`src/rtl/steer_pkg.sv`:
```
package steer_pkg;
  typedef enum logic {
    CLS_INT = 1'b0,
    CLS_FP  = 1'b1
  } instr_cls_e;
endpackage

```
`src/rtl/steer_classify.sv`:
```
module steer_classify
  import steer_pkg::*;
#(
  parameter int unsigned OPC_W = 6,
  parameter logic [OPC_W-1:0] FP_OPC = 6'h11
) (
  input  logic [OPC_W-1:0] opc_i,
  output instr_cls_e       cls_o
);
  assign cls_o = (opc_i == FP_OPC) ? CLS_FP : CLS_INT;
endmodule

```
`src/rtl/steer_pair_check.sv`:
```
module steer_pair_check
  import steer_pkg::*;
(
  input  instr_cls_e cls_lo_i,
  input  instr_cls_e cls_hi_i,
  input  logic       misalign_i,
  output logic       pair_ok_o
);
  // only aligned int-class then fp may leave together
  assign pair_ok_o = !misalign_i && (cls_lo_i == CLS_INT) && (cls_hi_i == CLS_FP);
endmodule

```
`src/rtl/steer_hold.sv`:
```
module steer_hold #(
  parameter int unsigned INSTR_W = 32
) (
  input  logic               clk_i,
  input  logic               rst_ni,
  input  logic               load_i,
  input  logic [INSTR_W-1:0] instr_i,
  input  logic               take_i,
  output logic               valid_o,
  output logic [INSTR_W-1:0] instr_o
);
  always_ff @(posedge clk_i or negedge rst_ni) begin
    if (!rst_ni) begin
      valid_o <= 1'b0;
      instr_o <= '0;
    end else if (load_i) begin
      valid_o <= 1'b1;
      instr_o <= instr_i;
    end else if (take_i) begin
      valid_o <= 1'b0;
    end
  end

  assert_hold_keep_R8: assert property (@(posedge clk_i) disable iff (!rst_ni)
    (valid_o && !take_i) |=> (valid_o && $stable(instr_o)));

  assert_hold_release_R7: assert property (@(posedge clk_i) disable iff (!rst_ni)
    (valid_o && take_i && !load_i) |=> !valid_o);

  assert_no_load_while_held_R7: assert property (@(posedge clk_i) disable iff (!rst_ni)
    valid_o |-> !load_i);
endmodule

```
`src/rtl/dual_issue_steer.sv`:
```
module dual_issue_steer
  import steer_pkg::*;
#(
  parameter int unsigned INSTR_W = 32,
  parameter int unsigned OPC_W   = 6,
  parameter logic [OPC_W-1:0] FP_OPC = 6'h11,
  localparam int unsigned NUM_SLOTS = 2,
  localparam int unsigned PKT_W = NUM_SLOTS * INSTR_W
) (
  input  logic               clk_i,
  input  logic               rst_ni,
  input  logic               pkt_valid_i,
  output logic               pkt_ready_o,
  input  logic [PKT_W-1:0]   pkt_data_i,
  input  logic               fetch_addr_b2_i,
  output logic               iss0_valid_o,
  output logic [INSTR_W-1:0] iss0_instr_o,
  output logic               iss1_valid_o,
  output logic [INSTR_W-1:0] iss1_instr_o,
  input  logic               dec_ready_i
);
  logic [INSTR_W-1:0] slot_instr [NUM_SLOTS];
  instr_cls_e         slot_cls   [NUM_SLOTS];

  for (genvar g = 0; g < NUM_SLOTS; g++) begin : g_slot
    assign slot_instr[g] = pkt_data_i[g*INSTR_W +: INSTR_W];
    steer_classify #(.OPC_W(OPC_W), .FP_OPC(FP_OPC)) i_cls (
      .opc_i (slot_instr[g][INSTR_W-1 -: OPC_W]),
      .cls_o (slot_cls[g])
    );
  end

  logic pair_ok;
  steer_pair_check i_pair (
    .cls_lo_i   (slot_cls[0]),
    .cls_hi_i   (slot_cls[1]),
    .misalign_i (fetch_addr_b2_i),
    .pair_ok_o  (pair_ok)
  );

  logic               hold_valid;
  logic [INSTR_W-1:0] hold_instr;
  logic               split_load;
  logic               hold_take;

  // split: aligned packet that cannot pair, accepted this cycle
  assign split_load = !hold_valid && pkt_valid_i && dec_ready_i && !pair_ok && !fetch_addr_b2_i;
  assign hold_take  = hold_valid && dec_ready_i;

  steer_hold #(.INSTR_W(INSTR_W)) i_hold (
    .clk_i   (clk_i),
    .rst_ni  (rst_ni),
    .load_i  (split_load),
    .instr_i (slot_instr[1]),
    .take_i  (hold_take),
    .valid_o (hold_valid),
    .instr_o (hold_instr)
  );

  always_comb begin
    pkt_ready_o = !hold_valid && dec_ready_i;
    if (hold_valid) begin
      iss0_valid_o = 1'b1;
      iss0_instr_o = hold_instr;
      iss1_valid_o = 1'b0;
      iss1_instr_o = '0;
    end else begin
      iss0_valid_o = pkt_valid_i;
      iss0_instr_o = slot_instr[0];
      iss1_valid_o = pkt_valid_i && pair_ok;
      iss1_instr_o = iss1_valid_o ? slot_instr[1] : '0;
    end
  end

  assert_lane_order_R9: assert property (@(posedge clk_i) disable iff (!rst_ni)
    iss1_valid_o |-> iss0_valid_o);

  assert_pair_classes_R5: assert property (@(posedge clk_i) disable iff (!rst_ni)
    iss1_valid_o |-> (iss0_instr_o[INSTR_W-1 -: OPC_W] != FP_OPC &&
                      iss1_instr_o[INSTR_W-1 -: OPC_W] == FP_OPC));

  assert_misalign_single_R6: assert property (@(posedge clk_i) disable iff (!rst_ni)
    (pkt_valid_i && fetch_addr_b2_i) |-> !iss1_valid_o);

  assert_held_blocks_fetch_R7: assert property (@(posedge clk_i) disable iff (!rst_ni)
    hold_valid |-> (!pkt_ready_o && iss0_valid_o && !iss1_valid_o));

  assert_stall_no_accept_R8: assert property (@(posedge clk_i) disable iff (!rst_ni)
    !dec_ready_i |-> !pkt_ready_o);
endmodule

```
`config.mk`:
```
export PLATFORM = sky130hd
export DESIGN_NAME = dual_issue_steer
export DESIGN_NICKNAME = d
export VERILOG_FILES = /design/src/rtl/steer_pkg.sv /design/src/rtl/steer_classify.sv /design/src/rtl/steer_pair_check.sv /design/src/rtl/steer_hold.sv /design/src/rtl/dual_issue_steer.sv
export SDC_FILE = /design/constraint.sdc
export NUM_CORES = 1
export LEC_CHECK = 0
export BUFFER_PORTS_ARGS = -buffer_cell sky130_fd_sc_hd__buf_2
export CORE_UTILIZATION = 30
export DETAILED_ROUTE_END_ITERATION = 12
export PLACE_DENSITY = 0.64
export REMOVE_ABC_BUFFERS = 1
export SYNTH_ARGS = -nofsm -noshare
export SYNTH_HDL_FRONTEND = slang
export SYNTH_SLANG_ARGS = --single-unit
export TNS_END_PERCENT = 1
```
`constraint.sdc`:
```
create_clock -name clk_i -period 2.6 [get_ports clk_i]
set_input_delay 0.39 -clock clk_i [delete_from_list [all_inputs] [get_ports clk_i]]
set_output_delay 0.39 -clock clk_i [all_outputs]
set_load 0.05 [all_outputs]
```
### Yosys cells after proc, flatten, opt, wreduce, memory -nomap -nowiden

Index checks and enable logic that the tools add are counted.

| cells by class | value |
|---|---|
| equal/unequal tests | 2 |
| mux-type cells | 9 |
| bitwise logic cells | 1 |
| reductions and logical operators | 13 |

Operators by type and width:

| operator | number |
|---|---|
| 2-to-1 mux 32 bit | 3 |
| equality test 6 x 5 -> 1 bit, second input constant | 2 |
| logical AND 1 bit | 9 |
| 2-to-1 mux 1 bit | 6 |
| logical NOT 1 bit | 3 |
| nonzero test 2 bit | 1 |
| inverter 1 bit | 1 |

| storage, ports and cells | value |
|---|---|
| bits in registers | 33 |
| input port bits | 69 |
| output and inout port bits | 67 |
| logic and storage cells | 27 |

### Logic depth before layout (Yosys ltp)

Gate-level depths: netlist (run 1).

| depth | value |
|---|---|
| depth in word-level cells | 9 |
| mapped depth | 5 |
| depth with buffers taken out | 4 |

### Hierarchy

From an unflattened synthesis (run 1), not the netlist that was laid out.

| unflattened totals | value |
|---|---|
| cell total of the unflattened synthesis | 153 |
| area, all modules | 2092.0 um2 |

By module, submodules not included:

| module | instances | cells each | area an instance (um2) | seq. area each (um2) |
|---|---|---|---|---|
| steer_hold | 1 | 71 | 1377.6 | 825.8 |
| dual_issue_steer | 1 | 77 | 659.4 | 0.0 |
| steer_classify | 2 | 2 | 21.3 | 0.0 |
| steer_pair_check | 1 | 1 | 12.5 | 0.0 |

### Worst setup path before layout (run 1)

No wires, ideal clock.

| timing | value |
|---|---|
| path kind | input-to-output |
| start | input port fetch_addr_b2_i |
| end | output port iss1_instr_o[17] |
| arrival | 2364 ps |
| required time | 2210 ps |
| slack | -154 ps |
| cell stages on the path | 5 |
| path buffers | 1 |
| cells stage by stage | nor4b_2 -> o211ai_4 -> nor3b_2 -> clkbuf_1 -> and2_1 |

| between the ends | value |
|---|---|
| longest elaborated chain between the ends | 6 |

RTL lines:

| element | RTL line | text |
|---|---|---|
| start, declared | dual_issue_steer.sv:15 | `input logic fetch_addr_b2_i,` |
| logical NOT 1 bit | steer_pair_check.sv:10 | `assign pair_ok_o = !misalign_i && (cls_lo_i == CLS_INT) && (cls_hi_i == CLS_FP);` |
| logical AND 1 bit (2 in series) | steer_pair_check.sv:10 |  |
| logical AND 1 bit | dual_issue_steer.sv:70 | `iss1_valid_o = pkt_valid_i && pair_ok;` |
| 2-to-1 mux 32 bit | dual_issue_steer.sv:71 | `iss1_instr_o = iss1_valid_o ? slot_instr[1] : '0;` |
| 2-to-1 mux 32 bit | dual_issue_steer.sv:62 | `if (hold_valid) begin` |
| end, declared | dual_issue_steer.sv:19 | `output logic [INSTR_W-1:0] iss1_instr_o,` |

Every way passes these cells.

### Final worst setup path (run 1)

| timing | value |
|---|---|
| start | input port pkt_data_i[59] |
| end | output port iss1_instr_o[7] |

| between the ends | value |
|---|---|
| longest elaborated chain between the ends | 6 |

RTL lines:

| element | RTL line | text |
|---|---|---|
| start, declared | dual_issue_steer.sv:14 | `input logic [PKT_W-1:0] pkt_data_i,` |
| equality test 6 x 5 -> 1 bit | steer_classify.sv:10 | `assign cls_o = (opc_i == FP_OPC) ? CLS_FP : CLS_INT;` |
| 2-to-1 mux 1 bit | steer_classify.sv:10 |  |
| logical AND 1 bit | steer_pair_check.sv:10 |  |
| logical AND 1 bit | dual_issue_steer.sv:70 |  |
| 2-to-1 mux 32 bit | dual_issue_steer.sv:71 |  |
| 2-to-1 mux 32 bit | dual_issue_steer.sv:62 |  |

Every way passes these cells.

==> results of run 1 <==
[report_power, final]
group / internal, mW / switching [mW] / total, mW
clock: 0.190 / 0.173 / 0.363
combinational: 0.299 / 0.366 / 0.665
sequential: 0.633 / 0.0681 / 0.701
[state kept, by name (all words and copies together) (netlist names)]
name and count:
i_hold.valid_o 1, i_hold.instr_o 32
[through the flow]
stage / hold WS, ps / util / setup TNS [ps]
floorplan: 94.4 / - / -24870
finish: 182 / 0.441 / 0
global placement: 490 / 0.429 / 0
detailed placement: 488 / 0.429 / 0
CTS: 206 / 0.441 / 0
global route: 245 / 0.441 / 0
[cell families after synthesis]
kind of cell | count (synthesis) | share of synthesized area
AO/OA/AOI/OAI | 2 | 0.0128
buffers and inverters | 14 | 0.0441
flip-flops | 33 | 0.404
multiplexers | 64 | 0.406
other | 1 | 0.00183
AND/OR/NAND/NOR | 36 | 0.132
[critical path: stages]
cell and delay (ps):
buf_2 100, nor3b_1 410, o211ai_4 170, nor3b_2 240
buf_4 220, and2_1 140, buf_2 250
[how the worst min path moves through the flow]
stage,from,end,cells past startpoint
floorplan,rst_ni,i_hold.instr_o[0],0
global placement,i_hold.instr_o[9],i_hold.instr_o[9],1
detailed placement,i_hold.instr_o[10],i_hold.instr_o[10],1
CTS,rst_ni,i_hold.instr_o[31],1
global route,rst_ni,i_hold.instr_o[2],1
finish,rst_ni,i_hold.instr_o[6],1
[cell type report]
cell class | instances | area (um^2)
Fill cell | 632 | 3610
Multi-Input combinational cell | 106 | 1140
Sequential cell | 33 | 826
Timing Repair Buffer | 136 | 706
Tap cell | 77 | 96.3
Clock buffer | 8 | 80.1
Inverter | 1 | 3.75
[cell usage after synthesis]
cell type | instances | area share
mux2_2 | 35 | 0.19
dfrtp_1 | 33 | 0.40
mux2_4 | 29 | 0.21
and2_1 | 26 | 0.080
clkbuf_1 | 6 | 0.011
buf_4 | 4 | 0.015
buf_6 | 3 | 0.017
nor3b_1 | 3 | 0.011
conb_1 | 1 | 0.0018
inv_1 | 1 | 0.0018
nand2b_1 | 1 | 0.0031
nand4b_4 | 1 | 0.012
nor2b_1 | 1 | 0.0031
nor3b_2 | 1 | 0.0061
nor4b_2 | 1 | 0.0073
o211ai_4 | 1 | 0.010
o21ai_0 | 1 | 0.0024
or2_2 | 1 | 0.0031
or4b_4 | 1 | 0.0067
[layer usage]
layer / vias up / wire, um / track usage / share of wire
met5: - / 0 / 0 / 0
met4: 0 / 15 / 0.0370 / 0.0032
met3: 2 / 319 / 0.0344 / 0.069
met2: 67 / 2320 / 0.237 / 0.50
met1: 759 / 1970 / 0.166 / 0.43
li1: 777 / - / - / -
==> impl_metrics.toml, run 1 <==
[floorplan]
coreArea_um2 = 6460
pin_count = 136
die-width_um = 84.6
die_area_um2 = 7150
die_height_um = 84.6
initial_core_util = 0.317
fp-row-count = 29

[setup_path]
crit_path_start_kind = "input pin"
crit_path_end = "iss1_instr_o[7]"
crit_type = "in2out"
critPathLaunch = "pkt_data_i[59]"
worst_setup_path_end_kind = "output port"
reg2reg_to = "i_hold.instr_o[11]"
rr_startpoint = "i_hold.valid_o"
rrSetupSlack_ps = 890
worstPathArrival_ps = 1940
rr_worst_depth = 4
path_max_fanout = 16
cp.required_ps = 2210

[route]
drt_pass1_iterations = 8
routed_wl_um = 4630
vias_per_cell = 4.45
vias = 1605
antenna_left = 0
wire_per_inst_um = 12.8
drc = 17
drt_iter0_drc = 44

[timing]
worst_slack_ps = 272
clock-skew-final_ps = 4.54
min_period_ps = 2330
drv_slew = 0
finalHoldViolations = 0
setup_viol_count_final = 0
max_freq_ghz = 0.430
tightest_slew_ps = 755
period_share = 0.895
grt_setup_unrepaired = "false"
maxSlewHeadroom = 0.497

[grt]
first_global_vias = 1554
gr-total-overflow = 0
track_usage = 0.135
grt_max_degree = 34
grt_pass1_wl_um = 7650
antenna_found_initial = 0

[power_and_ir_drop]
report.power.total_mw = 1.73
p_leak_nw = 1.56
ir_worst_vdd_mv = 0.246
power-per-cell-area_nw_per_um2 = 606

[clocking]
cts_buffer_depth = 2
post-cts-setup-buffers = 0
cts_tree = "done"
hold_buffers = 0
clkLatencyLatePin_ps = 270
cts_inserted_buffers = 5
root_buffer = "clkbuf_8"
clk_pin_slew_ps = 60
htreeDepth = 2
numClockSinks = 33
cts_resized = 0

[layout]
diodes = 0
drive_gt1_frac = 0.743
layout_common_cells = "buf_2 (131), mux2_2 (35), dfrtp_1 (33)"
final_common_cell = "buf_2"
final_nets = 352
final_area_um2 = 2850
final_cells = 361
synthToLayoutAreaGrowth_pct = 39.5

[worst_hold_path]
hp-class = "in2async"

[outcome]
outcome = "finished, violations left"
violations = "DRC"

[place]
placed_area_um2 = 2770
post-place-ws_ps = 263
place_congestion = 0.697
port_buffers = 131
dpl.hpwl_um = 3430
dp.cells = 353

[run]
cap_violations = 0

[synthesis]
synth_seq_cells = 33
seq_area_frac_synth = 0.404
avgSynthCellArea_um2 = 13.6
ys_warn_count = 0
syn-cell-area_um2 = 2040
synth_cells = 150
synthDistinctLibCells = 19
(Power assumes the default switching activity.)
==> run 2: changes to the inputs <==
Settings changed: ABC_AREA set to 1.
==> impl_metrics.toml, run 2 <==
[timing]
drv_slew = 0
tightest_slew_ps = 750
holdWs_ps = 175
max_freq_ghz = 0.488
min_period_ps = 2050
grt_setup_unrepaired = "false"
clock-skew-final_ps = 6.02
finalHoldViolations = 0
fin_tns_setup_ps = 0
period_share = 0.788
worst_slack_ps = 552
maxSlewHeadroom = 0.500
setup_viol_count_final = 0

[grt]
grt_pass1_wl_um = 9630
first_global_vias = 2177
antenna_found_initial = 0
grt_max_degree = 34
track_usage = 0.166
gr-total-overflow = 0

[setup_path]
rrSetupSlack_ps = 1070
crit_path_start_kind = "flip-flop"
path_max_fanout = 31
worstPathArrival_ps = 1660
rr_worst_depth = 7
crit_type = "reg2out"
worst_setup_path_end_kind = "output port"
cp.required_ps = 2210

[clocking]
root_buffer = "clkbuf_8"
post-cts-setup-buffers = 0
clkLatencyLatePin_ps = 280
hold_buffers = 0
cts_inserted_buffers = 5
cts_buffer_depth = 2
htreeDepth = 2
clk_pin_slew_ps = 70
cts_tree = "done"
cts_resized = 0
numClockSinks = 33

[layout]
synthToLayoutAreaGrowth_pct = 38.5
final_cells = 528
top_regs = "i_hold.instr_o: 32 flops, i_hold.valid_o: 1 flops"
layout_common_cells = "nand2_1 (160), buf_2 (131)"
drive_gt1_frac = 0.335
final_nets = 519
final_common_cell = "nand2_1"
diodes = 0
finish.utilization = 0.440
largest_reg_flops = 32
top_register = "i_hold.instr_o"
final_area_um2 = 2860

[place]
place_congestion = 0.714
dp.cells = 520
placed_area_um2 = 2720
port_buffers = 131
post-place-ws_ps = 662
dpl.hpwl_um = 4120

[route]
vias_per_cell = 4.33
drt_pass1_iterations = 9
routed_wl_um = 5590
wire_per_inst_um = 10.6
drt_iter0_drc = 99
vias = 2288
antenna_left = 0
drc = 10

[synthesis]
syn-cell-area_um2 = 2060
synthFlopType = "dfrtp_1"
synth_commonest_cells = "nand2_1 (160), dfrtp_1 (33), inv_1 (33), nand3_1 (33), nor2_1 (33)"
synth_top_area_cell = "dfrtp_1"
yosysMostFrequentCell = "nand2_1"
seq_area_frac_synth = 0.400
synthTopCellsByArea = "dfrtp_1 (40%), nand2_1 (29%), nand3_1 (8.0%), inv_1 (6.0%), nor2_1 (6.0%)"
yosysTopAreaCellShare = 0.400
synthDistinctLibCells = 16
synth_cells = 325
ys_warn_count = 0
synth_edf_count = 0
postSynth.asyncResetShare = 1.00
avgSynthCellArea_um2 = 6.35
synth_seq_cells = 33

[worst_hold_path]
hp-class = "in2async"

[floorplan]
die_height_um = 84.9
die-width_um = 84.9
initial_core_util = 0.318
coreArea_um2 = 6490
die_area_um2 = 7210
pin_count = 136
fp-row-count = 29

[power_and_ir_drop]
report.power.total_mw = 1.80
p_leak_nw = 1.91
ir_worst_vdd_mv = 0.202
power-per-cell-area_nw_per_um2 = 630

[outcome]
outcome = "finished, violations left"
violations = "DRC"

[run]
cap_violations = 0
[run 2: routing by layer]
metal / GRT usage / routed length, um / vias up
li1: - / - / 1206
met1: 0.198 / 2580 / 986
met2: 0.304 / 2610 / 89
met3: 0.0350 / 337 / 7
met4: 0.0416 / 59 / 0
met5: 0 / 0 / -
[run 2: cell type report]
| cell class | instances | area, um^2 |
|---|---|---|
| Clock buffer | 5 | 68.8 |
| Inverter | 34 | 128 |
| Tap cell | 77 | 96.3 |
| Multi-Input combinational cell | 238 | 966 |
| Timing Repair Buffer | 138 | 708 |
| Fill cell | 713 | 3640 |
| Sequential cell | 33 | 826 |
| Clock inverter | 3 | 65.1 |
[run 2: worst paths after layout]
kind                                      end          startpoint
max in group asynchronous  i_hold.instr_o[19]              rst_ni
hold / removal              i_hold.instr_o[6]              rst_ni
hold reg to reg            i_hold.instr_o[23]  i_hold.instr_o[23]
setup / recovery             iss0_instr_o[21]      i_hold.valid_o
min in group clk_i             i_hold.valid_o         dec_ready_i
setup reg to reg           i_hold.instr_o[20]      i_hold.valid_o
[run 2: worst max-delay path, cell delays in order (launching register included)]
cell,delay [ps]
dfrtp_1,380
buf_4,200
inv_2,70
buf_4,320
nand2_1,90
nand2_1,70
buf_2,250
[run 2: cells by family after synthesis]
family,share of synthesized area
compound gates,0.00728
buf+inv,0.137
flops,0.400
other cells,0.00182
simple gates,0.454
[run 2: report_power, final]
group	switching (mW)	total, mW	internal (mW)
sequential	0.0543	0.670	0.615
combinational	0.405	0.561	0.156
clock	0.189	0.570	0.381
==> run 3: changes to the inputs <==
Clock period 2.6 ns to 1.9 ns, I/O delays scaled along.
==> impl_metrics.toml, run 3 (synthesis results as in run 2) <==
[place]
place_congestion = 0.702
port_buffers = 131
dpl.hpwl_um = 4120
post-place-ws_ps = 183

[timing]
maxSlewHeadroom = 0.504
min_period_ps = 1800
holdWs_ps = 66.8
fin_tns_setup_ps = 0
setup_viol_count_final = 0
tightest_slew_ps = 744
grt_setup_unrepaired = "false"
drv_slew = 0
max_freq_ghz = 0.556
worst_slack_ps = 102
period_share = 0.946
finalHoldViolations = 0
clock-skew-final_ps = 1.97

[floorplan]
pin_count = 136
fp-row-count = 29
die_area_um2 = 7210
coreArea_um2 = 6490
die-width_um = 84.9
initial_core_util = 0.318
die_height_um = 84.9

[outcome]
outcome = "finished, violations left"
violations = "DRC"

[layout]
diodes = 0
largest_reg_flops = 32
final_nets = 520
layout_common_cells = "nand2_1 (160), buf_2 (125)"
top_regs = "i_hold.instr_o: 32 flops, i_hold.valid_o: 1 flops"
synthToLayoutAreaGrowth_pct = 38.2
top_register = "i_hold.instr_o"
final_common_cell = "nand2_1"
drive_gt1_frac = 0.336

[power_and_ir_drop]
p_seq_frac = 0.404
report.power.total_mw = 2.27
p_clk_frac = 0.258
p_leak_nw = 1.90
p_comb_frac = 0.339
power-per-cell-area_nw_per_um2 = 796
ir_worst_vdd_mv = 0.239
swShare = 0.391
p_int_mw = 1.38
switching_power_mw = 0.887

[grt]
gr-total-overflow = 0
antenna_found_initial = 0
first_global_vias = 2158
grt_pass1_wl_um = 9610
grt_max_degree = 34
track_usage = 0.165

[setup_path]
crit_path_end = "iss1_instr_o[18]"
path_max_fanout = 16
reg2reg_to = "i_hold.instr_o[13]"
critPathLaunch = "i_hold.valid_o"
cp.required_ps = 1620
crit_type = "reg2out"
rrSetupSlack_ps = 510
crit_path_start_kind = "flip-flop"
worst_setup_path_end_kind = "output port"
rr_worst_depth = 6
worstPathArrival_ps = 1510
rr_startpoint = "i_hold.valid_o"

[route]
wl_met3_um = 361
vias_per_cell = 4.31
maxUsedRoutingLayer = "met4"
routed_wl_um = 5650
drt_iter0_drc = 91
wire_per_inst_um = 10.7
wl_met1_um = 2650
drt_pass1_iterations = 9
drc = 10
vias = 2281
antenna_left = 0
wl_met2_um = 2600

[clocking]
cts_resized = 0
cts_tree = "done"
post-cts-setup-buffers = 0
clk_pin_slew_ps = 70
root_buffer = "clkbuf_8"
hold_buffers = 0
cts_inserted_buffers = 5
htreeDepth = 2
numClockSinks = 33
clkLatencyLatePin_ps = 280
cts_buffer_depth = 2

[run]
cap_violations = 0

[worst_hold_path]
hp-class = "in2async"
## run 3: changes by cell type in the layout (fill, tap and decap cells not counted), sizes merged
cell	change
bufinv	-2
clkbuf	+8
buf	-5
## run 3: cell type report
cell class	instances	area (um^2)
fillers	699	3640
well taps	77	96.3
repair buffers	139	734
flip-flops and latches	33	826
clock buffers	7	96.3
clock inverters	1	5.00
inverters	34	128
multi-input cells	238	966
## run 3: worst max-delay path, cell delays in order, from the launching register on
cell	delay [ps]
dfrtp_1	450
inv_2	90
nand4_1	120
buf_4	210
nor2_1	100
buf_2	260
## run 3: per-layer routing
metal  GRT usage  vias to the layer above
li1            -                     1203
met1       0.201                      986
met2       0.299                       85
met3      0.0360                        7
met4      0.0370                        0
met5           0                        -
## run 3: worst min path at each step
stage,from,end
2_1_floorplan,rst_ni,i_hold.instr_o[0]
3_3_place_gp,rst_ni,i_hold.instr_o[26]
3_5_place_dp,rst_ni,i_hold.instr_o[26]
4_1_cts,rst_ni,i_hold.instr_o[6]
5_1_grt,rst_ni,i_hold.instr_o[6]
6_report,rst_ni,i_hold.instr_o[1]
## run 3: power by group through the flow
stage               Clock [mW]  Sequential [mW]  Combinational, mW
global route             0.640            0.936              0.851
CTS                      0.603            0.918              0.776
global placement             0            0.924              0.764
floorplan                    0            0.921              0.552
finish                   0.585            0.917              0.769
detailed placement           0            0.930              0.775
## run 3: per-stage QoR
stage,util,area [um^2],std cells
floorplan,-,1920,305
global placement,0.421,2730,521
CTS,0.436,2830,529
detailed placement,0.421,2730,521
global route,0.439,2850,529
finish,0.439,2850,529
